[config.mk]
export PLATFORM = sky130hd
export DESIGN_NAME = srts_stamp_gen
export DESIGN_NICKNAME = d
export VERILOG_FILES = /design/src/rtl/srts_pkg.sv /design/src/rtl/srts_ref_prescaler.sv /design/src/rtl/srts_residual_ctr.sv /design/src/rtl/srts_period_div.sv /design/src/rtl/srts_stamp_hold.sv /design/src/rtl/srts_stamp_gen.sv
export SDC_FILE = /design/constraint.sdc
export NUM_CORES = 1
export LEC_CHECK = 0
export ABC_AREA = 0
export BUFFER_PORTS_ARGS = -buffer_cell sky130_fd_sc_hd__buf_2
export CAP_MARGIN = 25
export CORE_MARGIN = 4
export CORE_UTILIZATION = 45
export CTS_BUF_LIST = sky130_fd_sc_hd__clkbuf_4
export CTS_CLUSTER_DIAMETER = 80
export CTS_CLUSTER_SIZE = 8
export DETAILED_ROUTE_END_ITERATION = 16
export GPL_TIMING_DRIVEN = 0
export PLACE_DENSITY_LB_ADDON = 0.3
export SLEW_MARGIN = 10
export SYNTH_ARGS = -nofsm -noshare
export SYNTH_HDL_FRONTEND = slang
export SYNTH_SLANG_ARGS = --single-unit
[constraint.sdc]
create_clock -name clk -period 4.5 [get_ports clk]
set_clock_uncertainty 0.05 [all_clocks]
set_input_delay 0.225 -clock clk [delete_from_list [all_inputs] [get_ports clk]]
set_output_delay 0.225 -clock clk [all_outputs]
set_load 0.01 [all_outputs]
[src/rtl/srts_pkg.sv]
package srts_pkg;
  localparam int unsigned DEF_CODE_W      = 4;
  localparam int unsigned DEF_LINE_DIV    = 64;
  localparam int unsigned DEF_PERIOD_BITS = 3008;
  localparam int unsigned DEF_BYTE_W      = 8;

  function automatic int unsigned cnt_width(input int unsigned limit);
    return (limit <= 2) ? 1 : $clog2(limit);
  endfunction
endpackage

[src/rtl/srts_ref_prescaler.sv]
module srts_ref_prescaler
  import srts_pkg::*;
#(
  parameter int unsigned DIV = DEF_LINE_DIV
) (
  input  logic clk,
  input  logic rst_n,
  input  logic line_en,
  output logic ref_tick
);
  generate
    if (DIV <= 1) begin : g_bypass
      assign ref_tick = line_en;
    end else begin : g_div
      localparam int unsigned PW = cnt_width(DIV);
      localparam logic [PW-1:0] LAST = PW'(DIV - 1);
      logic [PW-1:0] pre_q;

      assign ref_tick = line_en && (pre_q == LAST);

      always_ff @(posedge clk) begin
        if (!rst_n) begin
          pre_q <= '0;
        end else if (line_en) begin
          pre_q <= (pre_q == LAST) ? '0 : pre_q + 1'b1;
        end
      end
    end
  endgenerate
endmodule

[src/rtl/srts_residual_ctr.sv]
module srts_residual_ctr
  import srts_pkg::*;
#(
  parameter int unsigned W = DEF_CODE_W
) (
  input  logic         clk,
  input  logic         rst_n,
  input  logic         tick,
  output logic [W-1:0] value
);
  always_ff @(posedge clk) begin
    if (!rst_n) begin
      value <= '0;
    end else if (tick) begin
      value <= value + 1'b1;
    end
  end
endmodule

[src/rtl/srts_period_div.sv]
module srts_period_div
  import srts_pkg::*;
#(
  parameter int unsigned N = DEF_PERIOD_BITS
) (
  input  logic clk,
  input  logic rst_n,
  input  logic bit_en,
  output logic done
);
  localparam int unsigned BW = cnt_width(N);
  localparam logic [BW-1:0] LAST = BW'(N - 1);
  logic [BW-1:0] bits_q;

  assign done = bit_en && (bits_q == LAST);

  always_ff @(posedge clk) begin
    if (!rst_n) begin
      bits_q <= '0;
    end else if (bit_en) begin
      bits_q <= done ? '0 : bits_q + 1'b1;
    end
  end
endmodule

[src/rtl/srts_stamp_hold.sv]
module srts_stamp_hold
  import srts_pkg::*;
#(
  parameter int unsigned W      = DEF_CODE_W,
  parameter int unsigned BYTE_W = DEF_BYTE_W
) (
  input  logic              clk,
  input  logic              rst_n,
  input  logic              capture,
  input  logic [W-1:0]      residual,
  output logic [BYTE_W-1:0] byte_out,
  output logic              strobe
);
  localparam int unsigned PAD = BYTE_W - W;
  logic [W-1:0] held_q;

  always_ff @(posedge clk) begin
    if (!rst_n) begin
      held_q <= '0;
      strobe <= 1'b0;
    end else begin
      strobe <= capture;
      if (capture) held_q <= residual;
    end
  end

  generate
    if (PAD > 0) begin : g_pad
      assign byte_out = {{PAD{1'b0}}, held_q};
    end else begin : g_nopad
      assign byte_out = held_q[BYTE_W-1:0];
    end
  endgenerate
endmodule

[src/rtl/srts_stamp_gen.sv]
module srts_stamp_gen
  import srts_pkg::*;
#(
  parameter int unsigned CODE_W      = DEF_CODE_W,
  parameter int unsigned LINE_DIV    = DEF_LINE_DIV,
  parameter int unsigned PERIOD_BITS = DEF_PERIOD_BITS,
  parameter int unsigned BYTE_W      = DEF_BYTE_W
) (
  input  logic              clk,
  input  logic              rst_n,
  input  logic              line_tick_en,
  input  logic              svc_bit_en,
  output logic [BYTE_W-1:0] code_byte,
  output logic              code_new
);
  logic              ref_tick;
  logic [CODE_W-1:0] residual;
  logic              period_done;

  srts_ref_prescaler #(.DIV(LINE_DIV)) u_pre (
    .clk(clk), .rst_n(rst_n), .line_en(line_tick_en), .ref_tick(ref_tick)
  );

  srts_residual_ctr #(.W(CODE_W)) u_res (
    .clk(clk), .rst_n(rst_n), .tick(ref_tick), .value(residual)
  );

  srts_period_div #(.N(PERIOD_BITS)) u_per (
    .clk(clk), .rst_n(rst_n), .bit_en(svc_bit_en), .done(period_done)
  );

  srts_stamp_hold #(.W(CODE_W), .BYTE_W(BYTE_W)) u_hold (
    .clk(clk), .rst_n(rst_n), .capture(period_done), .residual(residual),
    .byte_out(code_byte), .strobe(code_new)
  );
endmodule

==> qor.yml, run 1 <==
power_and_ir_drop:
  p_comb_share_pct: 5.6
  power_density_nw_per_um2: 278
  pwr-share-clk_pct: 28.9
  p_sw_uw: 83.6
  p_seq_share_pct: 65.5
  p_int_uw: 292
  swShare_pct: 22.2
  p_leak_nw: 0.490
  ir_drop_mv: 0.220
  finalPower_uw: 376
detailed_routing:
  wl_per_cell_um: 12.5
  drt_first_pass_iters: 4
  vias_per_cell: 5.53
  routed_wl_mm: 2.22
  vias: 984
  remaining_drc_errors: 0
  ant_nets: 0
  drt_iter0_markers: 58
placed_design:
  place.gp.congestion: 0.791
  post-place-ws_ns: 2.77
  io_buffers: 5
  place_hpwl_mm: 1.66
worst_setup_path:
  start_kind: "flip-flop"
  worst_r2r_endpoint: "u_hold.held_q[0]"
  worstSetupStartpoint: "u_per.bits_q[0]"
  critical_path_required_ns: 4.71
  reg2reg_depth: 4
  end_kind: "flip-flop"
  r2r_slack_ns: 2.73
  cp.arrival_ns: 1.98
  critPathKind: "flip-flop to flip-flop"
  r2r-start: "u_per.bits_q[0]"
  critPathMaxFanout: 7
synthesis:
  ys.flop_type: "dfxtp_1"
  ys_warn_count: 0
  ys_types: 29
  netlist_instances: 136
  yosysMostFrequentCell: "dfxtp_1"
  synth_area_um2: 1250
  seq_area_frac_synth_pct: 43.3
  synth.avg_cell_area_um2: 9.17
  synth.area.top_cells: "dfxtp_1, a21oi_1, xor2_1, mux2i_1, nand2_1"
  synth_edf_count: 0
  yosys.area.top_type_share_pct: 43.3
  synth-seq-cells: 27
  async_reset_ff_share_pct: 0
  yosys.area.top_type: "dfxtp_1"
  synthTopCellsByCount: "dfxtp_1, nand2_1, a21oi_1, nor2_1, o21ai_0"
sta:
  rsz0062_at_grt: "no"
  finalHoldViolations: 0
  fmax_ghz: 0.566
  drv_slew: 0
  finalCriticalPeriod_ns: 1.77
  fin_tns_setup_ns: 0
  worst_pin_slew_ns: 0.522
  relSlewSlack_pct: 65.0
  setup-violations-final: 0
  fin_ws_ns: 2.73
  min_period_over_period_pct: 39.2
global_routing:
  antenna_found_initial: 0
  grt_pass1_wl_mm: 3.97
  grt_usage_pct: 13.9
  grt_pass1_vias: 896
  grt-ovfl-total: 0
  grt_max_degree: 15
clocking:
  cts_resized: 0
  clk_path_buf_depth: 2
  clock_latency_ns: 0.32
  post-cts-setup-buffer-count: 0
  cts_buffers: 3
  cts_tree: "done"
  cts_sinks: 27
  hold_buffers: 0
  cts_root_buffer: "clkbuf_4"
  clkTransAtPathRegs_ns: 0.14
  htreeDepth: 1
floorplanning:
  start_util_pct: 48.6
  core-area_um2: 2570
  dieArea_um2: 3680
  die_w_um: 60.7
  rows: 18
  io_pins: 13
  die_h_um: 60.7
final_layout:
  fillCellCount: 253
  final_layout_size_suffix_gt1_share_pct: 13.5
  fin_nets: 156
  antenna_cells: 0
  area_delta_synth_final_pct: 8.33
status:
  status: "completed"
run:
  maxCapViolations: 0
worst_hold_path:
  min_path_cells: 3
  hold_path_end: "u_per.bits_q[1]"
  holdCritStartpoint: "svc_bit_en"
  hold_class: "primary input to flip-flop"
==> per-layer routing <==
layer	vias to the layer above	wire length [um]	track usage, %	part of all wire, %
li1	513	-	-	-
met1	457	1030	17.6	46
met2	12	1100	23.8	50
met3	2	71	3.83	3.2
met4	0	18	2.79	0.81
met5	-	0	0	0
==> worst max path at each step <==
stage	to	slack (ns)	cells past startpoint
2_1_floorplan	u_hold.held_q[0]	2.94	4
3_3_place_gp	u_hold.held_q[0]	2.77	4
3_5_place_dp	u_hold.held_q[2]	2.77	4
4_1_cts	u_hold.held_q[0]	2.72	4
5_1_grt	u_hold.held_q[2]	2.59	4
6_report	u_hold.held_q[0]	2.73	4
==> cell type report <==
| cell class | instances | area, um^2 | share of cell area [%] |
|---|---|---|---|
| plain buffers | 8 | 47.5 | 3.52 |
| clock buffers | 4 | 30.0 | 2.22 |
| inverters | 3 | 11.3 | 0.833 |
| multi-input cells | 101 | 659 | 48.8 |
| flip-flops and latches | 27 | 541 | 40.0 |
| well taps | 30 | 37.5 | 2.78 |
| repair buffers | 5 | 25.0 | 1.85 |
==> registers in the layout, indices dropped and copies added, names as in the netlist <==
name,flops
u_hold.held_q,4
u_hold.strobe,1
u_per.bits_q,12
u_pre.g_div.pre_q,6
u_res.value,4
==> cell families after synthesis <==
group                    after synthesis  synth area share (%)
multiplexers                           5                  4.01
flip-flops                            27                  43.3
buffers and inverters                 11                  4.71
other                                  1                 0.301
AND/OR/NAND/NOR                       54                  25.7
adder cells (fa/ha/maj)                3                  3.01
XOR/XNOR                               7                  4.91
AO/OA/AOI/OAI                         28                  14.0
==> through the flow <==
stage / cell area (um^2) / util, % / std cells / hold slack [ns]
floorplan: 1260 / - / 139 / 0.396
global placement: 1320 / 51.5 / 174 / 0.391
detailed placement: 1320 / 51.5 / 174 / 0.394
CTS: 1350 / 52.6 / 178 / 0.151
global route: 1350 / 52.6 / 178 / 0.153
finish: 1350 / 52.6 / 178 / 0.165
==> worst max-delay path, stage by stage (launching register included) <==
cell and delay, ns:
dfxtp_1 0.41, ha_1 0.25, nand3_2 0.19, nor4_4 0.57, mux2i_1 0.24
==> layout by cell type (no fill, tap or decap), drive strengths merged <==
cell	count
nand2	13
dfxtp	27
conb	4
nor2	8
nand3	7
and2	1
inv	2
a21oi	12
clkinv	1
or3	7
ha	3
clkbuf	5
xnor2	1
xor2	6
nand4	8
or4	5
o41ai	1
o31ai	5
mux2i	5
nor4	1
buf	12
nand3b	3
o21ai	10
or3b	1
==> power by group through the flow <==
stage / Combinational [mW] / Sequential [mW] / Clock (mW)
5_1_grt: 0.0244 / 0.247 / 0.124
3_3_place_gp: 0.0204 / 0.251 / 0
3_5_place_dp: 0.0212 / 0.251 / 0
4_1_cts: 0.0211 / 0.246 / 0.115
6_report: 0.0209 / 0.246 / 0.109
2_1_floorplan: 0.0180 / 0.251 / 0
(Power assumes the default switching activity.)
==> run 2, diff against run 1 <==
- ABC_AREA: 0 -> 1
- clock period: 4.5 -> 1.8 ns (I/O delays scaled with it)
==> qor.yml, run 2 <==
clocking:
  cts_tree: "done"
  clkTransAtPathRegs_ns: 0.14  # about the same
  cts_root_buffer: "clkbuf_4"
  post-cts-setup-buffer-count: 0  # unchanged
  cts_buffers: 3  # unchanged
  cts_sinks: 27  # unchanged
  cts_resized: 0  # unchanged
  clock_latency_ns: 0.32  # about the same
  htreeDepth: 1  # unchanged
  clk_path_buf_depth: 2  # unchanged
  hold_buffers: 1  # +1
global_routing:
  met1_usage_pct: 16.6  # -1.0 points
  grt_usage_pct: 14.3  # +0.33 points
  grt_max_degree: 16  # +1
  grtUsageMet2_pct: 25.4  # +1.6 points
  grt-ovfl-total: 0  # unchanged
  antenna_found_initial: 0  # unchanged
  gr-max-usage-layer: "met2"
  grt_pass1_vias: 1002  # +12%
  met3_usage_pct: 2.52  # -1.3 points
  grt_pass1_wl_mm: 4.04  # +1.7%
floorplanning:
  start_util_pct: 47.0  # -1.6 points
  io_pins: 13  # unchanged
  rows: 19  # +1
  die_w_um: 61.4  # +1.3%
  die_h_um: 61.4  # +1.3%
  dieArea_um2: 3770  # +2.6%
  core-area_um2: 2730  # +6.5%
detailed_routing:
  remaining_drc_errors: 0  # unchanged
  drt_iter0_markers: 56  # -3.4%
  ant_nets: 0  # unchanged
  drt_first_pass_iters: 2  # -2
  vias_per_cell: 4.95  # -10%
  wl_per_cell_um: 10.2  # -18%
  vias: 1074  # +9.1%
  routed_wl_mm: 2.21  # -0.54%
final_layout:
  largest-register: "u_per.bits_q"
  final_layout_size_suffix_gt1_share_pct: 16.7  # +3.2 points
  fillCellCount: 266  # +5.1%
  reg_top3: "u_per.bits_q x12, u_pre.g_div.pre_q x6"
  largest_reg_flops: 12  # unchanged
  final_common_cell: "nand2_1"
  antenna_cells: 0  # unchanged
  mostFrequentLayoutCells: "nand2_1, dfxtp_1, nor2_1"
  area_delta_synth_final_pct: 9.54
  fin_nets: 194  # +24%
synthesis:
  synth.area.top_cells: "dfxtp_1, nand2_1, nor2_1, nand3_1, inv_1"
  synthTopCellsByCount: "nand2_1, dfxtp_1, nor2_1, nand3_1, inv_1"
  synth.avg_cell_area_um2: 7.51  # -18%
  async_reset_ff_share_pct: 0  # unchanged
  synth_area_um2: 1280  # +3.0%
  ys_types: 27  # -6.9%
  netlist_instances: 171  # +26%
  seq_area_frac_synth_pct: 42.1  # -1.3 points
  synth-seq-cells: 27  # unchanged
  ys_warn_count: 0  # unchanged
  synth_edf_count: 0  # unchanged
  ys.flop_type: "dfxtp_1"
  yosysMostFrequentCell: "nand2_1"
  yosys.area.top_type: "dfxtp_1"
  yosys.area.top_type_share_pct: 42.1  # -1.3 points
power_and_ir_drop:
  power_density_nw_per_um2: 665  # +140%
  p_leak_nw: 0.592  # +21%
  finalPower_uw: 936  # +150%
  ir_drop_mv: 0.426  # +94%
placed_design:
  place_hpwl_mm: 1.75  # +5.6%
  place.gp.congestion: 0.778  # -1.7%
  io_buffers: 7  # +2
worst_hold_path:
  hold_class: "primary input to flip-flop"
worst_setup_path:
  critPathMaxFanout: 10  # +3
  critPathKind: "flip-flop to flip-flop"
  cp.arrival_ns: 1.63  # -0.35 ns
  critical_path_required_ns: 1.99  # -2.72 ns
  start_kind: "flip-flop"
  end_kind: "flip-flop"
sta:
  finalCriticalPeriod_ns: 1.44  # -0.327 ns
  fmax_ghz: 0.695  # +23%
  setup-violations-final: 0  # unchanged
  fin_tns_setup_ns: 0  # unchanged
  drv_slew: 0  # unchanged
  finalHoldViolations: 0  # unchanged
  min_period_over_period_pct: 79.9  # +41 points
  rsz0062_at_grt: "no"
run:
  maxCapViolations: 0  # unchanged
status:
  status: "completed"
## run 2: power breakdown
group          total, mW  switching (mW)  internal [mW]
clock              0.264           0.180         0.0834
sequential         0.613         0.00665          0.606
combinational     0.0596          0.0346         0.0250
## run 2: routing by layer
layer / vias to the layer above / part of all wire, %
li1: 560 / -
met1: 501 / 44
met2: 9 / 52
met3: 4 / 2.5
met4: 0 / 1.1
met5: - / 0
## run 2: worst max-delay path, cell delays in order (launching register included)
cell     delay [ns]
dfxtp_1        0.40
ha_1           0.18
nand2_1        0.11
nor2_1         0.18
nand3_2        0.13
buf_6          0.17
nand2_4        0.09
o21ai_2        0.05
## run 2: per-stage QoR
step	hold WS, ns	cell area, um^2	cells	setup slack, ns	util [%]
floorplan	0.130	1300	174	0.494	-
global placement	0.266	1370	212	0.383	50.1
detailed placement	0.278	1370	212	0.370	50.1
CTS	0.0130	1410	217	0.347	51.5
global route	0.0325	1410	217	0.234	51.5
finish	0.0187	1410	217	0.361	51.5
## run 2: cells by family (layout without fill, tap and decap cells)
| kind of cell | after synthesis | count (layout) | share of synthesized area (%) |
|---|---|---|---|
| flops | 27 | 27 | 42.1 |
| buf+inv | 23 | 35 | 9.15 |
| simple gates | 98 | 98 | 35.9 |
| other cells | 1 | 4 | 0.292 |
| fa+ha+maj | 3 | 3 | 2.92 |
| compound gates | 14 | 14 | 6.23 |
| xor+xnor | 5 | 5 | 3.41 |
## run 2: path summary, 6_finish.rpt
check | depth (start not counted) | slack, ns | startpoint | to
worst max register to register | 7 | 0.36 | u_per.bits_q[0] | u_per.bits_q[0]
worst max-delay path | 7 | 0.36 | u_per.bits_q[0] | u_per.bits_q[0]
worst min register to register | 2 | 0.42 | u_hold.held_q[2] | u_hold.held_q[2]
worst min-delay path | 3 | 0.02 | svc_bit_en | u_per.bits_q[1]
## run 2: layout make-up
type | instances | area [um^2] | share of cell area (%)
Multi-Input combinational cell | 124 | 638 | 45.3
Clock buffer | 3 | 22.5 | 1.60
Clock inverter | 1 | 5.00 | 0.356
Buffer | 7 | 57.6 | 4.09
Tap cell | 31 | 38.8 | 2.76
Inverter | 16 | 60.1 | 4.27
Sequential cell | 27 | 541 | 38.4
Timing Repair Buffer | 8 | 45.0 | 3.20
